`config.mk`:
```
export PLATFORM = sky130hd
export DESIGN_NAME = bitrot_insert_unit
export DESIGN_NICKNAME = d
export VERILOG_FILES = /design/src/rtl/bitrot_insert_unit.sv
export SDC_FILE = /design/constraint.sdc
export NUM_CORES = 1
export LEC_CHECK = 0
export CAP_MARGIN = 20
export CORE_MARGIN = 3
export CORE_UTILIZATION = 25
export DETAILED_ROUTE_END_ITERATION = 10
export GPL_ROUTABILITY_DRIVEN = 0
export PLACE_DENSITY = 0.69
export SYNTH_ARGS = -nofsm -noshare
export SYNTH_HDL_FRONTEND = slang
export SYNTH_SLANG_ARGS = --single-unit
```
`constraint.sdc`:
```
create_clock -name clk -period 6 [get_ports clk]
set_input_delay 1.2 -clock clk [delete_from_list [all_inputs] [get_ports clk]]
set_output_delay 1.2 -clock clk [all_outputs]
set_load 0.02 [all_outputs]
```
`src/rtl/bitrot_insert_unit.sv`:
```
module bitrot_insert_unit #(
  parameter int XLEN   = 32,
  parameter int PRI_OP = 31,
  parameter int EXT_OP = 537
) (
  input  logic            clk,
  input  logic            rst,
  input  logic            in_valid,
  input  logic [31:0]     insn,
  input  logic [XLEN-1:0] src_val,
  input  logic [XLEN-1:0] cnt_val,
  input  logic [XLEN-1:0] dst_old,
  input  logic            so_in,
  output logic            hit,
  output logic            rf_we,
  output logic [XLEN-1:0] res,
  output logic            cr_we,
  output logic [3:0]      cr_out
);
  localparam int SHW = $clog2(XLEN);

  logic            dec_ok;
  logic            rec;
  logic [SHW-1:0]  amt;
  logic [SHW-1:0]  pos;
  logic [XLEN-1:0] nxt;
  logic            f_lt, f_gt, f_eq;

  assign dec_ok = in_valid && (insn[31:26] == PRI_OP[5:0]) && (insn[10:1] == EXT_OP[9:0]);
  assign rec    = insn[0];
  assign amt    = cnt_val[SHW-1:0];
  assign pos    = SHW'(XLEN-1) - amt;

  always_comb begin
    nxt      = dst_old;
    nxt[pos] = src_val[XLEN-1];
  end

  assign f_lt = nxt[XLEN-1];
  assign f_eq = (nxt == '0);
  assign f_gt = !f_lt && !f_eq;

  always_ff @(posedge clk) begin
    if (rst) begin
      hit    <= 1'b0;
      rf_we  <= 1'b0;
      cr_we  <= 1'b0;
      res    <= '0;
      cr_out <= '0;
    end else begin
      hit   <= dec_ok;
      rf_we <= dec_ok;
      cr_we <= dec_ok && rec;
      if (dec_ok) begin
        res    <= nxt;
        cr_out <= {f_lt, f_gt, f_eq, so_in};
      end
    end
  end

  a_r4_single_bit_change: assert property (@(posedge clk) disable iff (rst)
    hit |-> ($countones(res ^ $past(dst_old)) <= 1));
  a_r3_bit_from_source: assert property (@(posedge clk) disable iff (rst)
    hit |-> (res[SHW'(XLEN-1) - $past(cnt_val[SHW-1:0])] == $past(src_val[XLEN-1])));
  a_r6_cr_needs_hit: assert property (@(posedge clk) disable iff (rst)
    cr_we |-> (hit && rf_we));
  a_r7_one_relation: assert property (@(posedge clk) disable iff (rst)
    cr_we |-> ($countones(cr_out[3:1]) == 1));
  a_r7_sign_agrees: assert property (@(posedge clk) disable iff (rst)
    cr_we |-> (cr_out[3] == res[XLEN-1]) && (cr_out[1] == (res == '0)));
  a_r8_so_copied: assert property (@(posedge clk) disable iff (rst)
    cr_we |-> (cr_out[0] == $past(so_in)));
  a_r10_miss_quiet: assert property (@(posedge clk) disable iff (rst)
    !hit |-> (!rf_we && !cr_we));
  a_r12_idle_quiet: assert property (@(posedge clk) disable iff (rst)
    !$past(in_valid) |-> !hit);
endmodule

```
Word-level counts from Yosys, hierarchy flattened
Index checks and enable logic that the tools add are counted.
- multiplexer cells: 3
- order comparisons: 2
- reductions and logical operators: 8
- add/sub/neg operators: 1
- equal/unequal tests: 2
- operators by type and width (operator ; count):
    $bwmux W32 ; 1
    $logic_not A32 Y1 ; 1
    $eq A10 B10 Y1 const B ; 1
    $eq A6 B5 Y1 const B ; 1
    $lt A5 B6 Y1 const B ; 1
    $demux W1 S5 ; 1
    $ge A5 B1 Y1 const B ; 1
    $logic_and A1 B1 Y1 ; 5
    $sub A5 B5 Y5 const A ; 1
    $logic_not A1 Y1 ; 2
    $mux W1 ; 1
- output and inout bits: 39
- register bits after elaboration: 38

Logic depth before layout (Yosys ltp)
Gate-level depths: netlist of run 1.
- depth after elaboration: 9
- mapped depth: 8
- gate-level depth less buffers: 6

Worst setup path before layout of run 1
Ideal clock, no wire load.
- path kind: input port to flip-flop
- start point: input port cnt_val[2]
- end point: register cr_out[2]
- cell stages on the path: 8
- setup time: 115 ps
- buffers on the path: 2
- path slack: 3275 ps
- data required time: 5885 ps
- arrival: 2610 ps
- path through: buf_2 or3b_1 buf_2 o21ai_2 nand4_1 nor4_2 o211ai_1 o21a_1
- longest elaborated chain between the ends: 9
- elaborated cells between the ends (all ways): 11
- those cells by class: add/sub (1); order compare (2); mux (3); reduce/logical (5)
- ends and longest elaborated chain (item ; line ; RTL):
    from (decl) ; 11 ; input logic [XLEN-1:0] cnt_val,
    $sub A5 B5 Y5 * ; 32 ; assign pos = SHW'(XLEN-1) - amt;
    $lt A5 B6 Y1 (not written as such) or $ge A5 B1 Y1 (tied branches) ; 36 ; nxt[pos] = src_val[XLEN-1];
    $logic_and A1 B1 Y1 (not written as such) ; 36 ;
    $mux W1 (not written as such) ; 36 ;
    $demux W1 S5 * ; 36 ;
    $bwmux W32 * ; 36 ;
    $logic_not A32 Y1 ; 40 ; assign f_eq = (nxt == '0);
    $logic_not A1 Y1 ; 41 ; assign f_gt = !f_lt && !f_eq;
    $logic_and A1 B1 Y1 * ; 41 ;
    to (signal assigned) ; 56 ; cr_out <= {f_lt, f_gt, f_eq, so_in};
    to (decl) ; 18 ; output logic [3:0] cr_out
Every way passes the cells marked *; elsewhere a longest branch is shown, timed or not.
A chain may end at the register's enable or synchronous reset.

Worst setup path in the final report of run 1
- start point: input port cnt_val[4]
- end point: register cr_out[2]
Same word-level chain as after synthesis.

==> impl_results.html, run 1 <==
<table>
<tr><th>Metric</th><th>Value</th></tr>
<tr><th colspan="2">Route</th></tr>
<tr><td>Number of remaining DRC errors</td><td>0</td></tr>
<tr><td>First-pass DRT Iterations</td><td>4</td></tr>
<tr><td>Final routed wirelength across all metal layers</td><td>8.10 mm</td></tr>
<tr><td>DR iter-0 viols</td><td>189</td></tr>
<tr><td>Mean routed wirelength per cell</td><td>16.5 um</td></tr>
<tr><td>Total vias in the final route</td><td>2,690</td></tr>
<tr><td>Number of nets with antenna violations after routing</td><td>0</td></tr>
<tr><td>DR vias/cell</td><td>5.49</td></tr>
<tr><th colspan="2">CTS</th></tr>
<tr><td>Count of hold-fix buffers inserted at cts</td><td>0</td></tr>
<tr><td>Clk sinks</td><td>37</td></tr>
<tr><td>Max Root-Sink Buffers</td><td>2</td></tr>
<tr><td>Clock latency on the worst-skew pair</td><td>290 ps</td></tr>
<tr><td>CTS tree</td><td>yes</td></tr>
<tr><td>TritonCTS Buffers</td><td>5</td></tr>
<tr><td>Number of setup buffers added after CTS</td><td>0</td></tr>
<tr><td>Clock transition time at the flip-flop clock pins of the worst setup and hold paths</td><td>80 ps</td></tr>
<tr><td>H-Tree Depth</td><td>2</td></tr>
<tr><td>Resized Gates After CTS</td><td>0</td></tr>
<tr><td>Root buf cell</td><td>clkbuf_8</td></tr>
<tr><th colspan="2">Min path</th></tr>
<tr><td>Number of cells on the worst hold path</td><td>2</td></tr>
<tr><td>Hold_sp</td><td>cr_out[0]</td></tr>
<tr><td>Hold Path Class</td><td>register to register</td></tr>
<tr><td>Endpoint of the worst hold-timing path</td><td>cr_out[0]</td></tr>
<tr><th colspan="2">Placement</th></tr>
<tr><td>Post-DP HPWL</td><td>6.09 mm</td></tr>
<tr><td>Count of buffers from port buffering</td><td>97</td></tr>
<tr><td>DP Worst Slack</td><td>1860 ps</td></tr>
<tr><th colspan="2">Global route</th></tr>
<tr><td>Global-route congestion overflow total</td><td>0</td></tr>
<tr><td>Number of antenna violations at the first check in global routing</td><td>0</td></tr>
<tr><td>Largest net degree at the start of global routing</td><td>38</td></tr>
<tr><td>GR Util All Layers</td><td>0.158</td></tr>
<tr><td>Via count of the first global-routing pass</td><td>2,542</td></tr>
<tr><td>Wire length of the first global-routing pass</td><td>13.0 mm</td></tr>
<tr><th colspan="2">Floorplan</th></tr>
<tr><td># IOs</td><td>171</td></tr>
<tr><td>Effective utilization at floorplan</td><td>0.261</td></tr>
<tr><td>Die Footprint</td><td>0.0105 mm^2</td></tr>
<tr><td>Floorplan die width</td><td>102 um</td></tr>
<tr><td>Chip height</td><td>102 um</td></tr>
<tr><td>Core region area</td><td>0.00889 mm^2</td></tr>
<tr><td>Site row count</td><td>34</td></tr>
<tr><th colspan="2">STA</th></tr>
<tr><td>Crit path time final</td><td>3890 ps</td></tr>
<tr><td>RSZ-0062 raised after global routing</td><td>false</td></tr>
<tr><td>Total of endpoints with negative setup slack in the final report</td><td>0</td></tr>
<tr><td>Relative slew slack</td><td>0.414</td></tr>
<tr><td>Total negative slack for setup checks</td><td>0 ps</td></tr>
<tr><td>Slew Limit Fails</td><td>0</td></tr>
<tr><td>Fmax</td><td>257 MHz</td></tr>
<tr><td>Post-Route Skew</td><td>0 ps</td></tr>
<tr><td>Final hold vios</td><td>0</td></tr>
<tr><td>Post-route worst setup slack</td><td>2110 ps</td></tr>
<tr><td>Final hold slack</td><td>461 ps</td></tr>
<tr><td>Tcrit/Tclk final</td><td>0.648</td></tr>
<tr><td>Least-Margin Pin Slew</td><td>878 ps</td></tr>
<tr><th colspan="2">Final layout</th></tr>
<tr><td>Most common library cell in the layout ignoring fill and taps</td><td>clkdlybuf4s50_1</td></tr>
<tr><td># diodes</td><td>0</td></tr>
<tr><td>Sequential standard cell area</td><td>741 um^2</td></tr>
<tr><td>Top library cells by usage in the layout, fill and taps aside</td><td>clkdlybuf4s50_1 (97), nor2_1 (42), dfxtp_1 (37), o21ai_0 (35)</td></tr>
<tr><td>Area Overhead vs Synth</td><td>47.4%</td></tr>
<tr><td>Count of fill cells added during filler insertion</td><td>902</td></tr>
<tr><td>Number of nets in the finished design</td><td>513</td></tr>
<tr><td>Util after Layout</td><td>0.385</td></tr>
<tr><td>Total area of multi-input combinational cells</td><td>0.00142 mm^2</td></tr>
<tr><td>Share of post-route cells with drive strength above 1</td><td>0.0419</td></tr>
<tr><th colspan="2">Status</th></tr>
<tr><td>Result of the run</td><td>completed</td></tr>
<tr><th colspan="2">Logic synthesis</th></tr>
<tr><td>Compound-gate portion of the synthesized area</td><td>0.292</td></tr>
<tr><td>Post-synth EDFFs</td><td>0</td></tr>
<tr><td>Synthesized area divided by synthesized cell count</td><td>7.55 um^2</td></tr>
<tr><td>Part of the Yosys area used for sequential elements</td><td>0.319</td></tr>
<tr><td>Share of synthesized registers carrying an async set or reset</td><td>0</td></tr>
<tr><td>Simple logic cell fraction of the synthesized area</td><td>0.304</td></tr>
<tr><td>Synthesized cell area</td><td>0.00232 mm^2</td></tr>
<tr><td>Largest family of logic cells by synthesized area</td><td>simple AND/OR/NAND/NOR gates</td></tr>
<tr><td>Adder-cell area share of the yosys netlist</td><td>0</td></tr>
<tr><td>Share of the synthesized netlist area taken by xor and xnor gates</td><td>0.00377</td></tr>
<tr><td>Share of cell area taken by muxes after synthesis</td><td>0.00861</td></tr>
<tr><td>Register bit total from synthesis</td><td>37</td></tr>
<tr><td>Dominant register cell in the synthesized netlist</td><td>dfxtp_1</td></tr>
<tr><td>Gate count of the mapped netlist</td><td>308</td></tr>
<tr><td>Count of different cell masters after synthesis</td><td>48</td></tr>
<tr><td>Warnings, synthesis</td><td>0</td></tr>
<tr><td>Nets in the synthesized netlist</td><td>440</td></tr>
<tr><th colspan="2">Setup path</th></tr>
<tr><td>Crit-path max FO</td><td>23</td></tr>
<tr><td>Data arrival at the endpoint of the critical path</td><td>4080 ps</td></tr>
<tr><td>Crit. End Element</td><td>register</td></tr>
<tr><td>Source of the worst register-to-register timing path</td><td>cr_out[2]</td></tr>
<tr><td>Worst setup SP type</td><td>input port</td></tr>
<tr><td>Setup CP Type</td><td>input port to register</td></tr>
<tr><td>Worst reg-to-reg setup slack</td><td>5210 ps</td></tr>
<tr><td>Endpoint of the most critical register-to-register path</td><td>cr_out[2]</td></tr>
<tr><td>Worst Path Required</td><td>6190 ps</td></tr>
<tr><td>Worst Reg-to-Reg Cells</td><td>3</td></tr>
<tr><th colspan="2">Power and ir drop</th></tr>
<tr><td>Power per cell area</td><td>167 mW/mm^2</td></tr>
<tr><td>Design Power</td><td>0.573 mW</td></tr>
<tr><td>IR Drop Worst-Case VDD</td><td>83.6 uV</td></tr>
<tr><td>Leakage Power</td><td>1.02 nW</td></tr>
<tr><th colspan="2">Job</th></tr>
<tr><td>Max-cap violations</td><td>0</td></tr>
</table>
worst max-delay path by stage:
| stage | from | to | slack [ps] | cells after the start |
|---|---|---|---|---|
| detailed placement | cnt_val[4] | cr_out[2] | 1860 | 7 |
| CTS | cnt_val[4] | cr_out[2] | 2170 | 7 |
| global route | cnt_val[4] | cr_out[2] | 1950 | 7 |
| floorplan | cnt_val[2] | cr_out[2] | 3280 | 8 |
| global placement | cnt_val[4] | cr_out[2] | 1920 | 7 |
| finish | cnt_val[4] | cr_out[2] | 2110 | 7 |
sequential cells by signal, summed over array words and instances, names as in the netlist:
name,cells
res,32
cr_out,3
cr_we,1
rf_we,1
cell type report:
type                    count  share of cell area
clock buffers               7              0.0252
inverters                   4             0.00438
multi-input cells         234               0.413
repair buffers             99               0.293
clock inverters             1             0.00877
well taps                 108              0.0394
flip-flops and latches     37               0.216
per-layer routing:
metal / part of all wire / global-route usage / vias to the layer above / wire [um]
met3: 0.081 / 0.0341 / 19 / 655
met5: 0 / 0 / - / 0
met1: 0.41 / 0.211 / 1242 / 3340
met2: 0.48 / 0.249 / 124 / 3900
li1: - / - / 1305 / -
met4: 0.026 / 0.0585 / 0 / 208
logic make-up after synthesis:
logic type	Yosys count
AND/OR/NAND/NOR	130
AO/OA/AOI/OAI	101
flip-flops	37
buffers and inverters	37
multiplexers	2
XOR/XNOR	1
cells in the mapped netlist (2+ instances only):
cell type / n / share of area
nand3b_1: 6 / 0.019
o21ai_1: 8 / 0.017
o21ai_0: 35 / 0.075
nand3_1: 9 / 0.019
a211oi_1: 3 / 0.0097
a211o_1: 2 / 0.0075
a21o_1: 2 / 0.0065
or3b_1: 3 / 0.011
a311oi_1: 22 / 0.083
o22ai_1: 2 / 0.0054
buf_2: 9 / 0.019
nor4_2: 2 / 0.011
nand2_1: 11 / 0.018
mux2i_1: 2 / 0.0086
nor3_1: 12 / 0.026
or2_2: 2 / 0.0054
o211ai_1: 10 / 0.032
clkbuf_1: 19 / 0.031
dfxtp_1: 37 / 0.32
or3_1: 22 / 0.059
buf_4: 3 / 0.0097
o2111ai_1: 2 / 0.0075
nand2b_1: 4 / 0.011
and3_1: 3 / 0.0081
a21oi_1: 4 / 0.0086
nor2_1: 42 / 0.068
o31ai_1: 2 / 0.0065
nor2b_1: 2 / 0.0054
nand4_1: 5 / 0.013
o32ai_1: 2 / 0.0075
inv_1: 4 / 0.0065
stage by stage:
stage | instances | cell area, um^2
3_5_place_dp | 481 | 3280
6_report | 490 | 3430
4_1_cts | 489 | 3400
2_1_floorplan | 308 | 2320
5_1_grt | 490 | 3430
3_3_place_gp | 481 | 3280
critical path, stage by stage:
cell	delay, ps
clkdlybuf4s50_1	960
or3b_1	610
o21ai_0	410
o2111ai_1	210
nor4_2	380
nand3_1	120
o21a_1	180
report_power, final:
| part | leakage [nW] | switching (mW) | internal (mW) |
|---|---|---|---|
| registers | 0.298 | 0.00000174 | 0.245 |
| logic | 0.668 | 0.0513 | 0.0493 |
| clock network | 0.0585 | 0.0912 | 0.136 |
Note: power is estimated with default switching activity, not from simulation.
==> run 2: changes to the inputs <==
==> constraint.sdc (replaced) <==
create_clock -name clk -period 3.6 [get_ports clk]
set_input_delay 0.72 -clock clk [delete_from_list [all_inputs] [get_ports clk]]
set_output_delay 0.72 -clock clk [all_outputs]
set_load 0.02 [all_outputs]
==> run 2 against run 1 <==
- sequential cell count did not move
- worst setup slack got worse by 1600 ps
- sequential share of layout area fell by 0.27 points
- via count rose by 0.19%
- global-route usage fell by 0.15 points
- register-to-register slack got worse by 2400 ps
- non-clock buffer count rose by 12
- first-iteration DRC count fell by 7.9%
- critical path depth did not move
- count of clock-buffer cells in the layout fell by 2
==> impl_results.html, run 2 (same netlist as run 1, synthesis figures left out) <==
<table>
<tr><th>Metric</th><th>Value</th></tr>
<tr><th colspan="2">Placement</th></tr>
<tr><td>Count of buffers from port buffering</td><td>97</td></tr>
<tr><td>Post-DP HPWL</td><td>6.40 mm</td></tr>
<tr><th colspan="2">CTS</th></tr>
<tr><td>Clk sinks</td><td>37</td></tr>
<tr><td>Clock transition time at the flip-flop clock pins of the worst setup and hold paths</td><td>70 ps</td></tr>
<tr><td>Resized Gates After CTS</td><td>0</td></tr>
<tr><td>CTS tree</td><td>yes</td></tr>
<tr><td>Root buf cell</td><td>clkbuf_8</td></tr>
<tr><td>H-Tree Depth</td><td>2</td></tr>
<tr><td>TritonCTS Buffers</td><td>5</td></tr>
<tr><td>Clock latency on the worst-skew pair</td><td>290 ps</td></tr>
<tr><td>Count of hold-fix buffers inserted at cts</td><td>0</td></tr>
<tr><td>Max Root-Sink Buffers</td><td>2</td></tr>
<tr><td>Number of setup buffers added after CTS</td><td>0</td></tr>
<tr><th colspan="2">Setup path</th></tr>
<tr><td>Setup CP Type</td><td>input port to register</td></tr>
<tr><td>Slowest-stage cell, CP</td><td>clkdlybuf4s50_1</td></tr>
<tr><td>Source of the worst register-to-register timing path</td><td>cr_out[2]</td></tr>
<tr><td>Endpoint of the most critical register-to-register path</td><td>cr_out[2]</td></tr>
<tr><td>Worst setup SP type</td><td>input port</td></tr>
<tr><td>Worst setup path endpoint</td><td>cr_out[2]</td></tr>
<tr><td>Worst Reg-to-Reg Cells</td><td>3</td></tr>
<tr><td>Data arrival at the endpoint of the critical path</td><td>3230 ps</td></tr>
<tr><td>Largest stage delay on the critical path</td><td>720 ps</td></tr>
<tr><td>Worst Setup SP</td><td>cnt_val[3]</td></tr>
<tr><td>Ordered list of cells on the worst path</td><td>clkdlybuf4s50_1 -&gt; or3b_1 -&gt; o21ai_0 -&gt; nand4_1 -&gt; nor4_2 -&gt; o211ai_1 -&gt; o21a_1</td></tr>
<tr><td>Crit. End Element</td><td>register</td></tr>
<tr><td>Worst Path Required</td><td>3790 ps</td></tr>
<tr><td>Worst reg-to-reg setup slack</td><td>2810 ps</td></tr>
<tr><td>Crit-path max FO</td><td>21</td></tr>
<tr><th colspan="2">Job</th></tr>
<tr><td>Max-cap violations</td><td>0</td></tr>
<tr><th colspan="2">Route</th></tr>
<tr><td>Mean routed wirelength per cell</td><td>16.4 um</td></tr>
<tr><td>Final routed wirelength across all metal layers</td><td>8.22 mm</td></tr>
<tr><td>Number of remaining DRC errors</td><td>0</td></tr>
<tr><td>DR iter-0 viols</td><td>174</td></tr>
<tr><td>DR vias/cell</td><td>5.37</td></tr>
<tr><td>First-pass DRT Iterations</td><td>4</td></tr>
<tr><td>Number of nets with antenna violations after routing</td><td>0</td></tr>
<tr><td>Total vias in the final route</td><td>2,695</td></tr>
<tr><th colspan="2">STA</th></tr>
<tr><td>Tcrit/Tclk final</td><td>0.844</td></tr>
<tr><td>Post-Route Skew</td><td>0 ps</td></tr>
<tr><td>Fmax</td><td>329 MHz</td></tr>
<tr><td>Crit path time final</td><td>3040 ps</td></tr>
<tr><td>Relative slew slack</td><td>0.536</td></tr>
<tr><td>Slew Limit Fails</td><td>0</td></tr>
<tr><td>Final hold vios</td><td>0</td></tr>
<tr><td>RSZ-0062 raised after global routing</td><td>false</td></tr>
<tr><td>Total of endpoints with negative setup slack in the final report</td><td>0</td></tr>
<tr><td>Least-Margin Pin Slew</td><td>694 ps</td></tr>
<tr><td>Total negative slack for setup checks</td><td>0 ps</td></tr>
<tr><th colspan="2">Final layout</th></tr>
<tr><td>Number of nets in the finished design</td><td>525</td></tr>
<tr><td>Reg with most FFs</td><td>res</td></tr>
<tr><td>Count of fill cells added during filler insertion</td><td>913</td></tr>
<tr><td>Number of flip-flops under the largest register name</td><td>32</td></tr>
<tr><td># diodes</td><td>0</td></tr>
<tr><td>Top library cells by usage in the layout, fill and taps aside</td><td>clkdlybuf4s50_1 (97), nor2_1 (42), dfxtp_1 (37), o21ai_0 (35)</td></tr>
<tr><td>Share of post-route cells with drive strength above 1</td><td>0.0736</td></tr>
<tr><td>Area Overhead vs Synth</td><td>49.2%</td></tr>
<tr><td>Most common library cell in the layout ignoring fill and taps</td><td>clkdlybuf4s50_1</td></tr>
<tr><td>Largest registers in the final layout</td><td>res x32, cr_out x3</td></tr>
<tr><th colspan="2">Floorplan</th></tr>
<tr><td>Effective utilization at floorplan</td><td>0.261</td></tr>
<tr><td># IOs</td><td>171</td></tr>
<tr><td>Floorplan die width</td><td>102 um</td></tr>
<tr><td>Core region area</td><td>0.00889 mm^2</td></tr>
<tr><td>Site row count</td><td>34</td></tr>
<tr><td>Die Footprint</td><td>0.0105 mm^2</td></tr>
<tr><td>Chip height</td><td>102 um</td></tr>
<tr><th colspan="2">Global route</th></tr>
<tr><td>Number of antenna violations at the first check in global routing</td><td>0</td></tr>
<tr><td>Wire length of the first global-routing pass</td><td>12.8 mm</td></tr>
<tr><td>Global-route congestion overflow total</td><td>0</td></tr>
<tr><td>Via count of the first global-routing pass</td><td>2,550</td></tr>
<tr><td>Largest net degree at the start of global routing</td><td>37</td></tr>
<tr><td>GR Util All Layers</td><td>0.156</td></tr>
<tr><th colspan="2">Power and ir drop</th></tr>
<tr><td>Leakage Power</td><td>1.06 nW</td></tr>
<tr><td>Design Power</td><td>0.871 mW</td></tr>
<tr><td>IR Drop Worst-Case VDD</td><td>128 uV</td></tr>
<tr><td>Power per cell area</td><td>251 mW/mm^2</td></tr>
<tr><th colspan="2">Min path</th></tr>
<tr><td>Hold Path Class</td><td>register to register</td></tr>
<tr><th colspan="2">Status</th></tr>
<tr><td>Result of the run</td><td>completed</td></tr>
</table>
## run 2: cell count changes in the layout (fill, tap and decap cells not counted)
cell | before | now
buf_4 | 1 | 14
bufinv_16 | 1 | 0
clkbuf_1 | 1 | 0
clkbuf_16 | 1 | 0
clkbuf_8 | 6 | 5
clkinv_2 | 0 | 2
clkinvlp_4 | 0 | 1
## run 2: report_power, final
part           switching, mW  leakage (nW)  internal (mW)  total [mW]
sequential        0.00000296         0.298          0.409       0.409
combinational         0.0871         0.719         0.0894       0.176
clock                  0.152        0.0439          0.134       0.286
total                  0.239          1.06          0.632       0.871
## run 2: worst max-delay path, delay by kind of cell
family | cells | cell delay, ps
compound gates | 3 | 720
buf+inv | 1 | 720
simple gates | 3 | 1070
## run 2: per-layer routing
metal / vias up / track usage / part of all wire
li1: 1330 / - / -
met1: 1265 / 0.201 / 0.43
met2: 90 / 0.259 / 0.49
met3: 10 / 0.0273 / 0.061
met4: 0 / 0.0595 / 0.017
met5: - / 0 / 0
## run 2: how the worst min path moves through the flow
stage                          from   endpoint  slack (ps)  cells past startpoint
final                     cr_out[0]  cr_out[0]         460                      2
after global routing      cr_out[0]  cr_out[0]         520                      2
after CTS                 cr_out[0]  cr_out[0]         460                      2
after detailed placement  cr_out[0]  cr_out[0]         450                      2
after global placement    cr_out[0]  cr_out[0]         440                      2
after floorplan           cr_out[0]  cr_out[0]         530                      2
## run 2: through the flow
stage	std cells	setup WS (ps)	area, um^2	util	hold slack [ps]
after floorplan	308	1360	2320	-	530
after global placement	494	309	3380	0.380	442
after detailed placement	494	277	3380	0.380	454
after CTS	502	612	3470	0.390	464
after global routing	502	433	3470	0.390	515
final	502	561	3470	0.390	459
## run 2: final cells by class
| type | count | area, um^2 | share of cell area |
|---|---|---|---|
| multi-input cells | 234 | 1420 | 0.408 |
| repair buffers | 111 | 1080 | 0.310 |
| flip-flops and latches | 37 | 741 | 0.214 |
| well taps | 108 | 135 | 0.0390 |
| clock buffers | 5 | 68.8 | 0.0198 |
| clock inverters | 3 | 17.5 | 0.00505 |
| inverters | 4 | 15.0 | 0.00433 |
==> run 3: changes to the inputs <==
--- a/config.mk
+++ b/config.mk
@@ -10,7 +10,7 @@
 export CORE_UTILIZATION = 25
 export DETAILED_ROUTE_END_ITERATION = 10
 export GPL_ROUTABILITY_DRIVEN = 0
-export PLACE_DENSITY = 0.69
+export PLACE_DENSITY = 0.71
 export SYNTH_ARGS = -nofsm -noshare
 export SYNTH_HDL_FRONTEND = slang
 export SYNTH_SLANG_ARGS = --single-unit
==> constraint.sdc (replaced) <==
create_clock -name clk -period 2.7 [get_ports clk]
set_input_delay 0.54 -clock clk [delete_from_list [all_inputs] [get_ports clk]]
set_output_delay 0.54 -clock clk [all_outputs]
set_load 0.02 [all_outputs]
==> run 3 against run 2 <==
- non-clock buffer count is 36 higher
- wire length is 2.2% higher
- sequential cell count stayed put
- first-iteration DRC count is 1.1% higher
- clock power is 75% higher
- clock skew stayed put
- via count is 4.3% higher
- sequential power is 33% higher
- worst hold slack better by 3.9 ps
- global-route usage is 0.60 points higher
- critical path depth is 1 higher
- combinational power is 57% higher
- critical path type unchanged
- critical endpoint unchanged
- highest routed layer unchanged
==> impl_results.html, run 3 (same netlist as run 1, synthesis figures left out) <==
<table>
<tr><th>Metric</th><th>Value</th></tr>
<tr><th colspan="2">Final layout</th></tr>
<tr><td>Largest registers in the final layout</td><td>res x32, cr_out x3</td></tr>
<tr><td>Share of post-route cells with drive strength above 1</td><td>0.149</td></tr>
<tr><td>Most common library cell in the layout ignoring fill and taps</td><td>clkdlybuf4s50_1</td></tr>
<tr><td>Reg with most FFs</td><td>res</td></tr>
<tr><td>Number of flip-flops under the largest register name</td><td>32</td></tr>
<tr><td>Number of nets in the finished design</td><td>561</td></tr>
<tr><td># diodes</td><td>0</td></tr>
<tr><td>Area Overhead vs Synth</td><td>62.6%</td></tr>
<tr><td>Util after Layout</td><td>0.425</td></tr>
<tr><td>Non-filler cells in the finished layout</td><td>538</td></tr>
<tr><td>Top library cells by usage in the layout, fill and taps aside</td><td>clkdlybuf4s50_1 (97), buf_4 (49), nor2_1 (42), dfxtp_1 (37), o21ai_0 (35)</td></tr>
<tr><th colspan="2">Setup path</th></tr>
<tr><td>Largest stage delay on the critical path</td><td>420 ps</td></tr>
<tr><td>CP Buf/Inv Count</td><td>2</td></tr>
<tr><td>Setup CP Type</td><td>input port to register</td></tr>
<tr><td>Data arrival at the endpoint of the critical path</td><td>2740 ps</td></tr>
<tr><td>Crit-path max FO</td><td>9</td></tr>
<tr><td>Worst reg-to-reg setup slack</td><td>1930 ps</td></tr>
<tr><td>Slowest-stage cell, CP</td><td>clkdlybuf4s50_1</td></tr>
<tr><td>Top Family by Delay on Critical Path</td><td>simple AND/OR/NAND/NOR gates</td></tr>
<tr><td>Worst Path Required</td><td>2890 ps</td></tr>
<tr><td>Ordered list of cells on the worst path</td><td>clkdlybuf4s50_1 -&gt; buf_4 -&gt; or3b_1 -&gt; o21ai_0 -&gt; o2111ai_1 -&gt; nor4_2 -&gt; nand3_1 -&gt; o21a_1</td></tr>
<tr><td>Crit. End Element</td><td>register</td></tr>
<tr><td>Worst setup SP type</td><td>input port</td></tr>
<tr><th colspan="2">STA</th></tr>
<tr><td>Slew Limit Fails</td><td>0</td></tr>
<tr><td>Fmax</td><td>392 MHz</td></tr>
<tr><td>Final hold vios</td><td>0</td></tr>
<tr><td>Tcrit/Tclk final</td><td>0.944</td></tr>
<tr><td>RSZ-0062 raised after global routing</td><td>false</td></tr>
<tr><td>Post-Route Skew</td><td>0 ps</td></tr>
<tr><td>Final hold slack</td><td>463 ps</td></tr>
<tr><td>Total of endpoints with negative setup slack in the final report</td><td>0</td></tr>
<tr><td>Relative slew slack</td><td>0.617</td></tr>
<tr><td>Total negative slack for setup checks</td><td>0 ps</td></tr>
<tr><td>Least-Margin Pin Slew</td><td>572 ps</td></tr>
<tr><td>Crit path time final</td><td>2550 ps</td></tr>
<tr><th colspan="2">CTS</th></tr>
<tr><td>Count of hold-fix buffers inserted at cts</td><td>0</td></tr>
<tr><td>TritonCTS Buffers</td><td>5</td></tr>
<tr><td>CTS tree</td><td>yes</td></tr>
<tr><td>Clock transition time at the flip-flop clock pins of the worst setup and hold paths</td><td>80 ps</td></tr>
<tr><td>Number of setup buffers added after CTS</td><td>0</td></tr>
<tr><td>Resized Gates After CTS</td><td>0</td></tr>
<tr><td>Max Root-Sink Buffers</td><td>2</td></tr>
<tr><td>Root buf cell</td><td>clkbuf_8</td></tr>
<tr><td>H-Tree Depth</td><td>2</td></tr>
<tr><td>Clk sinks</td><td>37</td></tr>
<tr><td>Clock latency on the worst-skew pair</td><td>280 ps</td></tr>
<tr><th colspan="2">Route</th></tr>
<tr><td>DR vias/cell</td><td>5.22</td></tr>
<tr><td>Mean routed wirelength per cell</td><td>15.6 um</td></tr>
<tr><td>First-pass DRT Iterations</td><td>5</td></tr>
<tr><td>Final routed wirelength across all metal layers</td><td>8.40 mm</td></tr>
<tr><td>Number of remaining DRC errors</td><td>0</td></tr>
<tr><td>DR iter-0 viols</td><td>176</td></tr>
<tr><td>Number of nets with antenna violations after routing</td><td>0</td></tr>
<tr><td>Total vias in the final route</td><td>2,810</td></tr>
<tr><th colspan="2">Power and ir drop</th></tr>
<tr><td>Power per cell area</td><td>350 mW/mm^2</td></tr>
<tr><td>Leakage Power</td><td>1.25 nW</td></tr>
<tr><td>IR Drop Worst-Case VDD</td><td>146 uV</td></tr>
<tr><td>Design Power</td><td>1.32 mW</td></tr>
<tr><th colspan="2">Status</th></tr>
<tr><td>Result of the run</td><td>completed</td></tr>
<tr><th colspan="2">Job</th></tr>
<tr><td>Max-cap violations</td><td>0</td></tr>
<tr><th colspan="2">Floorplan</th></tr>
<tr><td>Die Footprint</td><td>0.0105 mm^2</td></tr>
<tr><td>Floorplan die width</td><td>102 um</td></tr>
<tr><td>Site row count</td><td>34</td></tr>
<tr><td>Effective utilization at floorplan</td><td>0.261</td></tr>
<tr><td># IOs</td><td>171</td></tr>
<tr><td>Core region area</td><td>0.00889 mm^2</td></tr>
<tr><td>Chip height</td><td>102 um</td></tr>
<tr><th colspan="2">Global route</th></tr>
<tr><td>Wire length of the first global-routing pass</td><td>13.6 mm</td></tr>
<tr><td>GR Util All Layers</td><td>0.162</td></tr>
<tr><td>Global-route congestion overflow total</td><td>0</td></tr>
<tr><td>Number of antenna violations at the first check in global routing</td><td>0</td></tr>
<tr><td>Largest net degree at the start of global routing</td><td>37</td></tr>
<tr><td>Via count of the first global-routing pass</td><td>2,753</td></tr>
<tr><th colspan="2">Placement</th></tr>
<tr><td>Count of buffers from port buffering</td><td>97</td></tr>
<tr><td>Post-DP HPWL</td><td>6.68 mm</td></tr>
<tr><td>DP Cell Count</td><td>530</td></tr>
<tr><th colspan="2">Min path</th></tr>
<tr><td>Hold Path Class</td><td>register to register</td></tr>
</table>
run 3: metal layers:
layer,track usage,vias to the layer above,wire (um)
li1,-,1399,-
met1,0.211,1301,3610
met3,0.0287,8,523
met4,0.0535,0,101
met5,0,-,0
met2,0.270,102,4170
run 3: worst min-delay path: cells and delay by family, from the launching register on:
family / cells / cell delay [ps]
AOI/OAI and AO/OA: 1 / 50
DFF: 1 / 320
and+or+nand+nor: 1 / 50
run 3: area by class of cell:
type | instances | area [um^2]
clock inverters | 1 | 30.0
repair buffers | 147 | 1360
clock buffers | 7 | 86.3
well taps | 108 | 135
fillers | 861 | 5110
multi-input cells | 234 | 1420
flip-flops and latches | 37 | 741
inverters | 4 | 15.0
run 3: metrics by stage:
step / area [um^2] / setup WS, ps
global placement: 3660 / -135
CTS: 3780 / 177
floorplan: 2320 / 635
finish: 3780 / 150
global route: 3780 / 36.6
detailed placement: 3660 / -131
run 3: path summary, 6_finish.rpt:
check             startpoint   endpoint  depth (start not counted)
setup / recovery  cnt_val[3]  cr_out[2]                          8
hold / removal     cr_out[0]  cr_out[0]                          2
setup reg to reg   cr_out[2]  cr_out[2]                          3
hold reg to reg    cr_out[0]  cr_out[0]                          2
run 3: where the power goes:
group	total, mW	switching [mW]	internal [mW]
clock network	0.500	0.199	0.301
registers	0.545	0.00000396	0.545
logic	0.277	0.125	0.152
